`config.mk`:
```
export PLATFORM = sky130hd
export DESIGN_NAME = dvma_xlate
export DESIGN_NICKNAME = d
export VERILOG_FILES = /design/src/rtl/dvma_pkg.sv /design/src/rtl/dvma_pte_addr.sv /design/src/rtl/dvma_chunk_calc.sv /design/src/rtl/dvma_pte_check.sv /design/src/rtl/dvma_xlate.sv
export SDC_FILE = /design/constraint.sdc
export NUM_CORES = 1
export LEC_CHECK = 0
export ABC_AREA = 0
export BUFFER_PORTS_ARGS = -buffer_cell sky130_fd_sc_hd__buf_2
export CAP_MARGIN = 20
export CELL_PAD_IN_SITES_DETAIL_PLACEMENT = 0
export CELL_PAD_IN_SITES_GLOBAL_PLACEMENT = 1
export CORE_MARGIN = 3
export CORE_UTILIZATION = 38
export DETAILED_ROUTE_END_ITERATION = 10
export HOLD_SLACK_MARGIN = 0.03
export PLACE_DENSITY = 0.77
export SKIP_LAST_GASP = 1
export SLEW_MARGIN = 20
export SYNTH_ARGS = -nofsm -noshare
export SYNTH_HDL_FRONTEND = slang
export SYNTH_SLANG_ARGS = --single-unit
```
`constraint.sdc`:
```
create_clock -name clk -period 5 [get_ports clk]
set_input_delay 1 -clock clk [delete_from_list [all_inputs] [get_ports clk]]
set_output_delay 1 -clock clk [all_outputs]
set_load 0.005 [all_outputs]
```
`src/rtl/dvma_pkg.sv`:
```
package dvma_pkg;

  typedef enum logic [2:0] {
    ST_IDLE,
    ST_FETCH,
    ST_WAIT,
    ST_CHECK,
    ST_EMIT,
    ST_DONE,
    ST_FAULT
  } xl_state_t;

  // entry bit positions
  localparam int PTE_VALID_BIT = 1;
  localparam int PTE_WRITE_BIT = 2;
  localparam int PTE_CACHE_BIT = 7;
  localparam int PTE_PPN_LSB   = 8;

  // fault status composition
  localparam logic [31:0] FSTAT_FIXED = 32'hC082_0000;
  localparam logic [31:0] FSTAT_READ  = 32'h0004_0000;

  function automatic logic [31:0] fault_word(input logic is_read);
    return FSTAT_FIXED | (is_read ? FSTAT_READ : 32'h0);
  endfunction

endpackage

```
`src/rtl/dvma_pte_addr.sv`:
```
module dvma_pte_addr #(
  parameter int VA_W       = 32,
  parameter int PA_W       = 36,
  parameter int PAGE_SHIFT = 12
) (
  input  logic [VA_W-1:0]   va,
  input  logic [VA_W-1:0]   win_mask,
  input  logic [PA_W-5:0]   base,
  output logic [PA_W-1:0]   entry_addr
);
  logic [VA_W-1:0] rel;
  logic [VA_W-1:0] page_idx;

  always_comb begin
    rel        = va & ~win_mask;
    page_idx   = rel >> PAGE_SHIFT;
    entry_addr = {base, 4'b0000} + (PA_W'(page_idx) << 2);
  end
endmodule

```
`src/rtl/dvma_chunk_calc.sv`:
```
module dvma_chunk_calc #(
  parameter int LEN_W      = 16,
  parameter int PAGE_SHIFT = 12
) (
  input  logic [PAGE_SHIFT-1:0] offset,
  input  logic [LEN_W-1:0]      remaining,
  output logic [LEN_W-1:0]      len
);
  localparam int CW = (LEN_W > PAGE_SHIFT + 1) ? LEN_W : PAGE_SHIFT + 1;
  localparam logic [CW-1:0] PAGE_BYTES = CW'(1) << PAGE_SHIFT;

  logic [CW-1:0] to_edge;
  logic [CW-1:0] rem_w;

  always_comb begin
    to_edge = PAGE_BYTES - CW'(offset);
    rem_w   = CW'(remaining);
    len     = (rem_w < to_edge) ? remaining : LEN_W'(to_edge);
  end
endmodule

```
`src/rtl/dvma_pte_check.sv`:
```
module dvma_pte_check
  import dvma_pkg::*;
#(
  parameter int PA_W       = 36,
  parameter int PAGE_SHIFT = 12
) (
  input  logic [31:0]           pte,
  input  logic                  is_write,
  input  logic [PAGE_SHIFT-1:0] offset,
  output logic                  bad,
  output logic                  cacheable,
  output logic [PA_W-1:0]       pa
);
  localparam int PPN_W = PA_W - PAGE_SHIFT;

  always_comb begin
    bad       = !pte[PTE_VALID_BIT] || (is_write && !pte[PTE_WRITE_BIT]);
    cacheable = pte[PTE_CACHE_BIT];
    pa        = {pte[PTE_PPN_LSB +: PPN_W], offset};
  end
endmodule

```
`src/rtl/dvma_xlate.sv`:
```
module dvma_xlate
  import dvma_pkg::*;
#(
  parameter int VA_W       = 32,
  parameter int PA_W       = 36,
  parameter int LEN_W      = 16,
  parameter int PAGE_SHIFT = 12
) (
  input  logic             clk,
  input  logic             rst,
  input  logic             req_valid,
  output logic             req_ready,
  input  logic [VA_W-1:0]  req_addr,
  input  logic [LEN_W-1:0] req_len,
  input  logic             req_write,
  input  logic [PA_W-5:0]  tbl_base,
  input  logic [VA_W-1:0]  win_mask,
  output logic             mem_rd_valid,
  input  logic             mem_rd_ready,
  output logic [PA_W-1:0]  mem_rd_addr,
  input  logic             mem_rsp_valid,
  input  logic [31:0]      mem_rsp_data,
  output logic             chunk_valid,
  input  logic             chunk_ready,
  output logic [PA_W-1:0]  chunk_pa,
  output logic [LEN_W-1:0] chunk_len,
  output logic             chunk_cache,
  output logic             done,
  output logic             fault,
  output logic [31:0]      fault_status,
  output logic [VA_W-1:0]  fault_addr
);
  localparam logic [VA_W-1:0] PAGE_MASK = ~((VA_W'(1) << PAGE_SHIFT) - VA_W'(1));

  xl_state_t        state;
  logic [VA_W-1:0]  cur_addr;
  logic [LEN_W-1:0] remaining;
  logic             is_write;
  logic [31:0]      pte_q;
  logic [PA_W-1:0]  rd_addr_q;
  logic [PA_W-1:0]  pa_q;
  logic [LEN_W-1:0] len_q;
  logic             cache_q;
  logic [31:0]      fstat_q;
  logic [VA_W-1:0]  faddr_q;

  // address that the next entry read is formed from
  logic [VA_W-1:0]  next_va;
  logic [PA_W-1:0]  next_entry;
  logic [LEN_W-1:0] calc_len;
  logic             pte_bad;
  logic             pte_cache;
  logic [PA_W-1:0]  pte_pa;

  assign next_va = (state == ST_IDLE) ? req_addr : (cur_addr + VA_W'(len_q));

  dvma_pte_addr #(.VA_W(VA_W), .PA_W(PA_W), .PAGE_SHIFT(PAGE_SHIFT)) u_addr (
    .va        (next_va),
    .win_mask  (win_mask),
    .base      (tbl_base),
    .entry_addr(next_entry)
  );

  dvma_chunk_calc #(.LEN_W(LEN_W), .PAGE_SHIFT(PAGE_SHIFT)) u_split (
    .offset   (cur_addr[PAGE_SHIFT-1:0]),
    .remaining(remaining),
    .len      (calc_len)
  );

  dvma_pte_check #(.PA_W(PA_W), .PAGE_SHIFT(PAGE_SHIFT)) u_chk_pte (
    .pte      (pte_q),
    .is_write (is_write),
    .offset   (cur_addr[PAGE_SHIFT-1:0]),
    .bad      (pte_bad),
    .cacheable(pte_cache),
    .pa       (pte_pa)
  );

  always_ff @(posedge clk) begin
    if (rst) begin
      state     <= ST_IDLE;
      cur_addr  <= '0;
      remaining <= '0;
      is_write  <= 1'b0;
      pte_q     <= '0;
      rd_addr_q <= '0;
      pa_q      <= '0;
      len_q     <= '0;
      cache_q   <= 1'b0;
      fstat_q   <= '0;
      faddr_q   <= '0;
    end else begin
      case (state)
        ST_IDLE: begin
          if (req_valid) begin
            cur_addr  <= req_addr;
            remaining <= req_len;
            is_write  <= req_write;
            rd_addr_q <= next_entry;
            state     <= (req_len == '0) ? ST_DONE : ST_FETCH;
          end
        end
        ST_FETCH: begin
          if (mem_rd_ready) state <= ST_WAIT;
        end
        ST_WAIT: begin
          if (mem_rsp_valid) begin
            pte_q <= mem_rsp_data;
            state <= ST_CHECK;
          end
        end
        ST_CHECK: begin
          if (pte_bad) begin
            fstat_q <= fault_word(!is_write);
            faddr_q <= cur_addr & PAGE_MASK;
            state   <= ST_FAULT;
          end else begin
            pa_q    <= pte_pa;
            len_q   <= calc_len;
            cache_q <= pte_cache;
            state   <= ST_EMIT;
          end
        end
        ST_EMIT: begin
          if (chunk_ready) begin
            cur_addr  <= next_va;
            remaining <= remaining - len_q;
            rd_addr_q <= next_entry;
            state     <= (remaining == len_q) ? ST_DONE : ST_FETCH;
          end
        end
        ST_DONE:  state <= ST_IDLE;
        ST_FAULT: state <= ST_IDLE;
        default:  state <= ST_IDLE;
      endcase
    end
  end

  assign req_ready    = (state == ST_IDLE);
  assign mem_rd_valid = (state == ST_FETCH);
  assign mem_rd_addr  = rd_addr_q;
  assign chunk_valid  = (state == ST_EMIT);
  assign chunk_pa     = pa_q;
  assign chunk_len    = len_q;
  assign chunk_cache  = cache_q;
  assign done         = (state == ST_DONE);
  assign fault        = (state == ST_FAULT);
  assign fault_status = fstat_q;
  assign fault_addr   = faddr_q;

endmodule

```
# Yosys cells after proc, flatten, opt, wreduce, memory -nomap -nowiden
# Cells that the tools add are included.
totals:
  ff_bits: 224
  word_cells: 63
  in_bits: 151
  out_inout_bits: 158
classes:
  order_cmp: 1
  mux: 20
  n_bitwise: 3
  reduce_logical: 13
  n_eq_ne: 11
  n_addsub: 4
op_table:
  columns: ["cell", "n"]
  rows:
  - ["32-bit 2-to-1 mux", 3]
  - ["36-bit 2-to-1 mux", 2]
  - ["36-bit one-hot mux with 2 select lines", 1]
  - ["32-bit one-hot mux with 2 select lines", 1]
  - ["16-bit 2-to-1 mux", 3]
  - ["36-bit by 22-bit adder with 36-bit output", 1]
  - ["32-bit by 16-bit adder with 32-bit output", 1]
  - ["32-bit AND", 1]
  - ["32-bit inverter", 1]
  - ["16-bit one-hot mux with 2 select lines", 1]
  - ["19-bit 2-to-1 mux", 1]
  - ["3-bit 2-to-1 mux", 6]
  - ["16-bit == test", 1]
  - ["16-bit zero test", 1]
  - ["16-bit < comparator", 1]
  - ["16-bit subtractor", 1]
  - ["3-bit one-hot mux with 5 select lines", 1]
  - ["13-bit by 12-bit subtractor with 14-bit output, first input constant", 1]
  - ["3-bit == test, second input constant", 3]
  - ["2-bit AND reduction", 4]
  - ["3-bit by 2-bit == test with 1-bit output, second input constant", 2]
  - ["2-bit by 1-bit != test with 1-bit output, second input constant", 2]
  - ["2-bit != test, second input constant", 2]
  - ["4-bit AND reduction", 1]
  - ["other kinds (9)", 10]

# Longest topological paths before layout
# Gate-level depths: netlist of run 1.
depth:
  word_depth: 6
  mapped_depth: 19
  mapped_depth_nobuf: 19

# Modules after synthesis
# From an unflattened synthesis of run 1, not the netlist that was laid out.
unflattened:
  cells_unflattened: 1701
  area_unflattened_um2: 12433.2
by_module_without_submodules:
  columns: ["mod", "seq_area_each_um2", "cells_each", "area_per_inst_um2", "instances"]
  rows:
  - ["dvma_xlate", 3903.7, 1361, 10022.1, 1]
  - ["dvma_pte_addr", 0.0, 210, 1431.4, 1]
  - ["dvma_chunk_calc", 0.0, 91, 689.4, 1]
  - ["dvma_pte_check", 0.0, 39, 290.3, 1]

# Least setup slack after synthesis of run 1
# Ideal clock, no wire load.
synth_path:
  path_type: "flip-flop to flip-flop"
  start: "register len_q[0] (netlist: chunk_len[0])"
  end: "register rd_addr_q[23] (netlist: mem_rd_addr[23])"
  synth_period_minus_slack_ns: 4.191
  path_stages_with_launch: 19
  path_slack_ns: 0.809
  path_buffers: 0
  setup_ns: 0.137
  required_ns: 4.863
  arrival_ns: 4.054
  cell_sequence: "dfxtp_1 ha_1 inv_1 fa_1 nor2b_1 o31a_1 a21oi_1 a21oi_4 o211ai_1 xnor2_1 a211oi_1 ha_1 a2111oi_0 o211ai_1 nand2_1 o31ai_4 a311oi_1 or3_1 a31oi_1"
synth_between:
  elab_chain_len: 6
  word_cells_on_any_way: 7
  cone_classes: "2 x add/sub; 4 x mux; 1 x bitwise"
synth_lines:
  columns: ["element", "line", "rtl"]
  rows:
  - ["from (decl)", "dvma_xlate.sv:42", "logic [LEN_W-1:0] len_q;"]
  - ["from (signal assigned)", "dvma_xlate.sv:119", "len_q <= calc_len;"]
  - ["32-bit by 16-bit adder with 32-bit output (*)", "dvma_xlate.sv:55", "assign next_va = (state == ST_IDLE) ? req_addr : (cur_addr + VA_W'(len_q));"]
  - ["32-bit 2-to-1 mux (*)", "dvma_xlate.sv:55", null]
  - ["32-bit AND (*)", "dvma_pte_addr.sv:15", "rel = va & ~win_mask;"]
  - ["36-bit by 22-bit adder with 36-bit output (*)", "dvma_pte_addr.sv:17", "entry_addr = {base, 4'b0000} + (PA_W'(page_idx) << 2);"]
  - ["36-bit 2-to-1 mux, on equally long branches", "dvma_xlate.sv:125, dvma_xlate.sv:95", null]
  - ["36-bit one-hot mux with 2 select lines (*)", "dvma_xlate.sv:93", "case (state)"]
  - ["to (signal assigned)", "dvma_xlate.sv:99", "rd_addr_q <= next_entry;"]
  - ["to (signal assigned)", "dvma_xlate.sv:128", "rd_addr_q <= next_entry;"]
  - ["to (decl)", "dvma_xlate.sv:40", "logic [PA_W-1:0] rd_addr_q;"]
# Every way passes the cells marked *; elsewhere a longest branch is shown, timed or not. The select of a mux whose other input is x is not followed.
# A chain may end at the register's enable or synchronous reset.

# Final worst setup path of run 1
layout_path:
  start: "register len_q[8] (netlist: chunk_len[8])"
  end: "register rd_addr_q[26] (netlist: mem_rd_addr[26])"
# Same word-level chain as after synthesis.

==> results of run 1 <==
sequential cells by signal, indices dropped and copies added, names as in the netlist:
register / flops
chunk_cache: 1
chunk_len: 16
chunk_pa: 36
cur_addr: 32
fault_addr: 20
fault_status: 2
is_write: 1
mem_rd_addr: 34
pte_q: 27
remaining: 16
state: 3
routing by layer:
metal,global-route usage,share of wire,routed length [µm]
met3,0.0567,0.065,2480
met1,0.294,0.44,16900
met5,0,0.0017,63
met4,0.0675,0.026,971
met2,0.363,0.46,17700
cell type report:
cell class,instances,area share
multi-input cells,1171,0.515
flip-flops and latches,188,0.276
diodes,5,0.000917
clock inverters,14,0.0116
well taps,390,0.0358
clock buffers,17,0.0312
inverters,52,0.0143
repair buffers,287,0.115
through the flow:
step                      setup WS [ns]  utilization  cell area, µm²
after floorplan                   0.809            -           11600
after global placement            0.233        0.436           13000
after detailed placement          0.205        0.436           13000
after CTS                         0.138        0.456           13600
after global routing            -0.0163        0.459           13600
final                             0.268        0.459           13600
power breakdown:
group / switching (mW) / leakage, nW / internal (mW)
Combinational: 0.623 / 3.90 / 0.436
Sequential: 0.0841 / 1.53 / 1.58
Clock: 0.675 / 0.280 / 0.707
worst reg2reg max path, cell delays in order, from the launching register on:
cell and delay (ns):
dfxtp_1 0.36, ha_1 0.41, nand4_1 0.22, nor2_1 0.15, a21oi_1 0.15, a21oi_4 0.25
a41oi_4 0.24, buf_4 0.23, or4_1 0.51, a311oi_2 0.36, ha_2 0.28, and3_1 0.20
nand3_1 0.07, or2_2 0.28, o211ai_1 0.19, buf_4 0.19, nand4_1 0.11, xor2_1 0.18
a211oi_1 0.23
kinds of logic (layout without fill, tap and decap cells):
group           Yosys count  after routing  synth area share
xor+xnor                 53             53            0.0410
other cells               1             46          0.000326
compound gates          443            443             0.239
mux                      21             21            0.0185
simple gates            548            548             0.224
flops                   188            188             0.327
fa+ha+maj                65             65            0.0727
buf+inv                 191            370            0.0776
cells in the final DEF (no fill, tap or decap), types with 19 or more instances in the layout:
cell type  synthesis  routed
nand3_1           41      41
inv_1             52      51
o21a_1            20      20
nor3_1            26      25
a211oi_1          33      33
nand2_1          265     263
o21ai_0           68      68
buf_4             45      35
dfxtp_1          188     188
ha_1              62      61
xor2_1            36      36
conb_1             1      41
a31oi_1           25      25
a311oi_1          21      19
nor2_1            79      78
buf_2              5     249
a21oi_1          191     190
mux2i_1           19      19
and3_1            25      25
timing repair:
action,4_1_cts,5_1_grt
endpoints found under the setup margin,0,15
buffers inserted,0,5
resized for setup,0,6
worst max path at each step:
stage | end | slack [ns]
after floorplan | mem_rd_addr[23] | 0.81
after global placement | mem_rd_addr[26] | 0.23
after detailed placement | mem_rd_addr[26] | 0.21
after CTS | mem_rd_addr[26] | 0.14
after global routing | mem_rd_addr[26] | -0.02
final | mem_rd_addr[26] | 0.27
==> flow_summary.toml, run 1 <==
[timing]
finalMaxSlewViolations = 0
tightest_slew_ns = 1.01
worst_hold_slack_ns = 0.450
finalHoldViolations = 0
fin_setup_tns_ns = 0
rsz0062_at_grt = "yes"
fin_skew_ns = 0.0194
slew_headroom = 0.329
fmax_mhz = 211
setup_viol = 0
fin_crit_sh = 0.946
finalCriticalPeriod_ns = 4.73

[yosys]
synth_area_leaders = "dfxtp_1 (33%), nand2_1 (8.7%), a21oi_1 (8.3%)"
synthArstFlopShare = 0
synth_area_mm2 = 0.0115
synth_cells = 1510
synth.most_common_cell = "nand2_1"
synthFlopType = "dfxtp_1"
avgSynthCellArea_um2 = 7.61
synth_top_cell_by_area = "dfxtp_1"
yosysSeqAreaShare = 0.327
synth.distinct_cells = 68
synth_edf_count = 0
synth_top_area_share = 0.327
synth_top_cells_by_count = "nand2_1 (265), a21oi_1 (191), dfxtp_1 (188)"
ys_warn_count = 0
synth_seq_cells = 188

[clock_tree]
h-tree-depth = 4
cts_tree = "done"
max-clock-path-buffers = 2
cts_buffers = 17
insertion_delay_ns = 0.45
root_buffer = "clkbuf_16"
postCtsHoldBufs = 0
cts.sinks = 188
clk_pin_slew_ns = 0.08

[worst_setup_path]
path_max_fanout = 9
worstReg2RegEnd = "mem_rd_addr[26]"
r2r_slack_ns = 0.27
path_buf_inv = 2
start_kind = "flop"
worst_path_dominant_cell_family = "simple AND/OR/NAND/NOR gates"
critical_path_depth = 18
arrival_ns = 5.08
reg2regPathDepth = 18
path_class = "flop to flop"
worst-endpoint-required_ns = 5.35
slowest_delay_ns = 0.51
crit_slowest_cell = "or4_1"
path_cells = "ha_1 > nand4_1 > nor2_1 > a21oi_1 > a21oi_4 > a41oi_4 > buf_4 > or4_1 > a311oi_2 > ha_2 > and3_1 > nand3_1 > or2_2 > o211ai_1 > buf_4 > nand4_1 > xor2_1 > a211oi_1"
reg2reg_from = "chunk_len[8]"
crit_path_start = "chunk_len[8]"
cp-end-kind = "flop"

[detailed_routing]
wl_per_cell_um = 17.9
viasPerCell = 5.44
drc = 0
antenna_left = 0
drtPass1Iterations = 5
drt_iter0_drc = 886
via_count = 11556
wirelength_um = 38100

[die]
fp.dieW_um = 180
die_y_um = 180
rows = 63
die-area_mm2 = 0.0324
ioPinCount = 309
start_util = 0.387
fp.coreArea_mm2 = 0.0297

[power_and_ir_drop]
power.leakage_nw = 5.71
vdd_drop_max_mv = 0.261
power_density_mw_per_mm2 = 301
p_total_mw = 4.11

[placement]
port-buffer-count = 250
place_inst = 2083
hpwl_um = 27500
gp_congestion = 0.892

[status]
status = "finished clean"

[grt]
antenna_found_initial = 10
grt.overflow.total = 0
grt_use_total = 0.224
grt_max_degree = 103
grt_pass1_vias = 10631
grt_pass1_wl_um = 59000

[layout]
seq_area_mm2 = 0.00376
fill_cells = 3071
drive_above_1_share = 0.200
nets = 1933
final_cells = 2124
multiInputGateArea_mm2 = 0.00703
area_growth_pct = 18.7

[worst_hold_path]
holdPathEnd = "chunk_pa[16]"
hold_start = "pte_q[12]"
hold_depth = 2
hold_path_class = "flop to flop"

[run]
cap_violations = 0
Power figures use the tool's default switching activity.
==> inputs of run 2 (changes only) <==
--- a/config.mk
+++ b/config.mk
@@ -11,10 +11,11 @@
 export CELL_PAD_IN_SITES_DETAIL_PLACEMENT = 0
 export CELL_PAD_IN_SITES_GLOBAL_PLACEMENT = 1
 export CORE_MARGIN = 3
-export CORE_UTILIZATION = 38
+export CORE_UTILIZATION = 41
 export DETAILED_ROUTE_END_ITERATION = 10
 export HOLD_SLACK_MARGIN = 0.03
-export PLACE_DENSITY = 0.77
+export MAX_ROUTING_LAYER = met4
+export PLACE_DENSITY = 0.83
 export SKIP_LAST_GASP = 1
 export SLEW_MARGIN = 20
 export SYNTH_ARGS = -nofsm -noshare
==> constraint.sdc (replaced) <==
create_clock -name clk -period 5.55 [get_ports clk]
set_input_delay 1.11 -clock clk [delete_from_list [all_inputs] [get_ports clk]]
set_output_delay 1.11 -clock clk [all_outputs]
set_load 0.005 [all_outputs]
==> run 2 against run 1 <==
- worst setup slack improved by 0.12 ns
- die area fell by 7.1%
- utilization increased by 3.4 points
- final area down 1.5%
- final cell count decreased by 1.5%
- sequential share of layout area increased by 0.41 points
- critical path type unchanged
- highest routed layer is now met4
==> flow_summary.toml, run 2 (synthesis results as in run 1) <==
[status]
status = "finished clean"

[layout]
area_growth_pct = 17.0
largest_reg_flops = 36
nets = 1915
final_cell_area_mm2 = 0.0134
drive_above_1_share = 0.189
layout_commonest_cell = "nand2_1"
layout_common_cells = "nand2_1 (263), buf_2 (249), a21oi_1 (191), dfxtp_1 (188), nor2_1 (78)"

[worst_setup_path]
worst-endpoint-required_ns = 5.91
r2r_slack_ns = 0.39
start_kind = "flop"
path_buf_inv = 0
reg2regPathDepth = 16
cp-end-kind = "flop"
path_max_fanout = 14
arrival_ns = 5.52
path_class = "flop to flop"
worst_path_dominant_cell_family = "compound AO/OA/AOI/OAI gates"
crit_slowest_cell = "or4_1"
reg2reg_from = "cur_addr[8]"
slowest_delay_ns = 0.58
path_cells = "ha_1 > nand4_1 > nor2_1 > a21oi_1 > a21oi_4 > a41oi_4 > or4_1 > a311oi_1 > ha_1 > and3_1 > nand3_1 > or2_2 > o211ai_1 > nand4_1 > xor2_1 > a211oi_1"
worstReg2RegEnd = "mem_rd_addr[26]"

[detailed_routing]
wl_per_cell_um = 18.0
drc = 0
antenna_left = 0
via_count = 11559
drt_iter0_drc = 836
wirelength_um = 37700
drtPass1Iterations = 5
viasPerCell = 5.52

[power_and_ir_drop]
comb_power_share = 0.252
swShare = 0.339
power.switching_mw = 1.24
vdd_drop_max_mv = 0.214
power.leakage_nw = 5.61
power_density_mw_per_mm2 = 271
seqPwrFrac = 0.413
clkPwrFrac = 0.335
internal_power_mw = 2.41

[die]
ioPinCount = 309
rows = 60
die-area_mm2 = 0.0301
fp.coreArea_mm2 = 0.0273
fp.dieW_um = 173
die_y_um = 173
start_util = 0.422

[grt]
grt_max_degree = 93
grt_use_total = 0.245
grt.overflow.total = 0
grt_pass1_vias = 10763
grt_pass1_wl_um = 58200
antenna_found_initial = 9

[clock_tree]
postCtsHoldBufs = 0
clk_pin_slew_ns = 0.08
cts_tree = "done"
cts.sinks = 188
h-tree-depth = 4
root_buffer = "clkbuf_16"
cts_setup_buffers = 0
cts_buffers = 17
insertion_delay_ns = 0.45
post_cts_resized = 0
max-clock-path-buffers = 2

[timing]
slew_headroom = 0.312
fin_setup_tns_ns = 0
finalHoldViolations = 0
finalCriticalPeriod_ns = 5.16
tightest_slew_ns = 1.03
setup_viol = 0
fin_skew_ns = 0.0206
rsz0062_at_grt = "no"
fmax_mhz = 194
fin_crit_sh = 0.930
layout_setup_ws_ns = 0.390
finalMaxSlewViolations = 0

[worst_hold_path]
hold_path_class = "flop to flop"
holdPathEnd = "chunk_pa[14]"
hold_depth = 2
hold_start = "pte_q[10]"

[placement]
gp_congestion = 0.902
hpwl_um = 27300
pre_cts_ws_ns = 0.343
postPlaceCellArea_mm2 = 0.0128
port-buffer-count = 250

[run]
cap_violations = 0
## run 2: cell count changes in the layout (fill, tap and decap cells not counted), moves of 2 or more
cell	delta
buf_12	-3
clkbuf_8	+2
diode_2	+4
buf_4	-15
clkinv_4	+3
inv_6	-2
## run 2: worst max-delay path by stage
| stage | cells after the start | slack, ns | to | startpoint |
|---|---|---|---|---|
| 2_1_floorplan | 18 | 1.36 | mem_rd_addr[23] | chunk_len[0] |
| 3_3_place_gp | 17 | 0.45 | mem_rd_addr[24] | chunk_len[1] |
| 3_5_place_dp | 18 | 0.34 | mem_rd_addr[27] | chunk_len[0] |
| 4_1_cts | 18 | 0.31 | mem_rd_addr[27] | chunk_len[0] |
| 5_1_grt | 16 | 0.04 | mem_rd_addr[26] | cur_addr[8] |
| 6_report | 16 | 0.39 | mem_rd_addr[26] | cur_addr[8] |
## run 2: area by class of cell
class	instances	area [µm²]
fill	2819	13800
sequential	188	3760
clock buffer	19	453
multi-input combinational	1171	7020
tap	372	465
antenna	9	22.5
timing repair buffer	269	1400
clock inverter	13	131
inverter	52	195
## run 2: tightest hold or removal path: cells and delay by family (launching register included)
family	cells	cell delay, ns
and+or+nand+nor	1	0.05
DFF	1	0.31
AOI/OAI and AO/OA	1	0.05
## run 2: power groups by stage
stage	combinational, mW	clock, mW	sequential, mW
after floorplan	0.670	0	1.51
after global placement	0.890	0	1.53
after detailed placement	0.900	0	1.54
after CTS	0.909	1.25	1.50
after global routing	1.02	1.29	1.52
final	0.919	1.22	1.51
## run 2: metal layers
layer / vias to the layer above / routed length (µm) / part of all wire / global-route usage
li1: 5696 / - / - / -
met2: 364 / 18100 / 0.48 / 0.403
met1: 5462 / 16500 / 0.44 / 0.308
met3: 37 / 2500 / 0.066 / 0.0526
met4: 0 / 612 / 0.016 / 0.0608
met5: - / 0 / 0 / -
## run 2: per-stage QoR
stage	util	power [mW]	std cells	hold WS [ns]
after floorplan	-	2.18	1550	0.432
after global placement	0.471	2.42	2052	0.437
after detailed placement	0.471	2.44	2052	0.442
after CTS	0.492	3.66	2084	0.451
after global routing	0.493	3.83	2093	0.464
final	0.493	3.65	2093	0.448
==> inputs of run 3 (changes only) <==
--- a/config.mk
+++ b/config.mk
@@ -11,13 +11,14 @@
 export CELL_PAD_IN_SITES_DETAIL_PLACEMENT = 0
 export CELL_PAD_IN_SITES_GLOBAL_PLACEMENT = 1
 export CORE_MARGIN = 3
-export CORE_UTILIZATION = 41
+export CORE_UTILIZATION = 42
 export DETAILED_ROUTE_END_ITERATION = 10
 export HOLD_SLACK_MARGIN = 0.03
 export MAX_ROUTING_LAYER = met4
-export PLACE_DENSITY = 0.83
+export PLACE_DENSITY = 0.84
 export SKIP_LAST_GASP = 1
 export SLEW_MARGIN = 20
 export SYNTH_ARGS = -nofsm -noshare
 export SYNTH_HDL_FRONTEND = slang
+export SYNTH_HIERARCHICAL = 1
 export SYNTH_SLANG_ARGS = --single-unit
==> run 3 against run 2 <==
- fmax up 1.6%
- count of clock-buffer cells in the layout decreased by 2
- utilization hardly changed
- non-clock buffer count did not move
==> flow_summary.toml, run 3 <==
[status]
status = "finished clean"

[power_and_ir_drop]
vdd_drop_max_mv = 0.202
power_density_mw_per_mm2 = 335
power.switching_mw = 1.86
internal_power_mw = 2.81
swShare = 0.398
p_total_mw = 4.67
comb_power_share = 0.360
power.leakage_nw = 5.83
clkPwrFrac = 0.287
seqPwrFrac = 0.353

[die]
die-area_mm2 = 0.0312
fp.coreArea_mm2 = 0.0282
die_y_um = 177
fp.dieW_um = 177
rows = 61
ioPinCount = 309
start_util = 0.433

[worst_setup_path]
worstReg2RegEnd = "mem_rd_addr[35]"
arrival_ns = 5.46
start_kind = "flop"
worst_path_dominant_cell_family = "compound AO/OA/AOI/OAI gates"
path_buf_inv = 0
reg2regPathDepth = 18
slowest_delay_ns = 0.52
r2r_slack_ns = 0.47
cp-end-kind = "flop"
reg2reg_from = "cur_addr[0]"
path_class = "flop to flop"
path_max_fanout = 8
crit_slowest_cell = "a2111o_1"
path_cells = "ha_1 > fa_1 > a211oi_2 > o21a_1 > o21a_2 > a2111o_1 > a211oi_1 > xnor2_1 > o21ai_0 > nor2b_1 > ha_1 > nand4_1 > or2_1 > a2111oi_4 > o211ai_1 > xnor2_1 > nand2_1 > a21oi_1"
worst-endpoint-required_ns = 5.93

[detailed_routing]
antenna_left = 0
via_count = 11913
drtPass1Iterations = 5
drt_iter0_drc = 889
wl_met2_um = 18300
met1_length_um = 17000
dr_wl_met3_um = 2010
wirelength_um = 38000
viasPerCell = 5.38
top_layer_used = "met4"
wl_per_cell_um = 17.1
drc = 0

[worst_hold_path]
holdPathEnd = "chunk_pa[34]"
hold_depth = 2
hold_start = "pte_q[30]"
hold_path_class = "flop to flop"

[placement]
place_inst = 2179
postPlaceCellArea_mm2 = 0.0133
pre_cts_ws_ns = 0.601
port-buffer-count = 252
hpwl_um = 27800
gp_congestion = 0.886

[timing]
fin_skew_ns = 0.0184
worst_hold_slack_ns = 0.442
fmax_mhz = 197
setup_viol = 0
layout_setup_ws_ns = 0.469
tightest_slew_ns = 1.03
finalCriticalPeriod_ns = 5.08
slew_headroom = 0.316
finalMaxSlewViolations = 0
fin_setup_tns_ns = 0
fin_crit_sh = 0.916
finalHoldViolations = 0
rsz0062_at_grt = "no"

[clock_tree]
insertion_delay_ns = 0.45
cts_tree = "done"
postCtsHoldBufs = 0
clk_pin_slew_ns = 0.09
cts.sinks = 190
root_buffer = "clkbuf_16"
post_cts_resized = 0
cts_buffers = 17
cts_setup_buffers = 0
h-tree-depth = 4
max-clock-path-buffers = 2

[layout]
final_core_util = 0.493
layout_common_cells = "nand2_1 (389), buf_2 (251), a21oi_1 (208), dfxtp_1 (190), nor2_1 (80)"
area_growth_pct = 13.9
nets = 2037
final_cells = 2215
drive_above_1_share = 0.180
layout_commonest_cell = "nand2_1"
final_cell_area_mm2 = 0.0139
fill_cells = 2927

[grt]
antenna_found_initial = 2
grt_max_degree = 79
grt_pass1_vias = 11010
grt_use_total = 0.242
grt.overflow.total = 0
grt_pass1_wl_um = 58900

[run]
cap_violations = 0

[yosys]
synth_area_mm2 = 0.0122
ys_warn_count = 6
synth_cells = 1672
avgSynthCellArea_um2 = 7.32
-- run 3: routing by layer --
layer / track usage / vias up
met4: 0.0579 / 0
met5: - / -
met1: 0.317 / 5558
met2: 0.399 / 369
li1: - / 5946
met3: 0.0309 / 40
-- run 3: power by group through the flow --
| stage | Combinational, mW | Clock [mW] | Sequential [mW] |
|---|---|---|---|
| after CTS | 1.68 | 1.38 | 1.65 |
| after global routing | 1.88 | 1.42 | 1.67 |
| after detailed placement | 1.67 | 0 | 1.68 |
| after global placement | 1.65 | 0 | 1.67 |
| after floorplan | 1.31 | 0 | 1.63 |
| final | 1.68 | 1.34 | 1.65 |
-- run 3: layout make-up --
class,count,area [µm²],area share
Antenna cell,3,7.51,0.000539
Clock buffer,17,425,0.0305
Clock inverter,15,220,0.0158
Inverter,52,195,0.0140
Multi-Input combinational cell,1291,7400,0.532
Sequential cell,190,3800,0.273
Tap cell,378,473,0.0340
Timing Repair Buffer,269,1400,0.101
-- run 3: worst max path at each step --
| stage | startpoint | to | slack (ns) | cells after the start |
|---|---|---|---|---|
| floorplan | cur_addr[0] | mem_rd_addr[27] | 1.34 | 19 |
| global placement | cur_addr[0] | mem_rd_addr[31] | 0.64 | 18 |
| detailed placement | cur_addr[0] | mem_rd_addr[35] | 0.60 | 18 |
| CTS | cur_addr[0] | mem_rd_addr[35] | 0.56 | 18 |
| global route | cur_addr[0] | mem_rd_addr[27] | 0.21 | 19 |
| finish | cur_addr[0] | mem_rd_addr[35] | 0.47 | 18 |
-- run 3: worst min-delay path, stage by stage (launching register included) --
cell and delay, ns:
dfxtp_1 0.32, nand2_1 0.05, a21oi_1 0.05
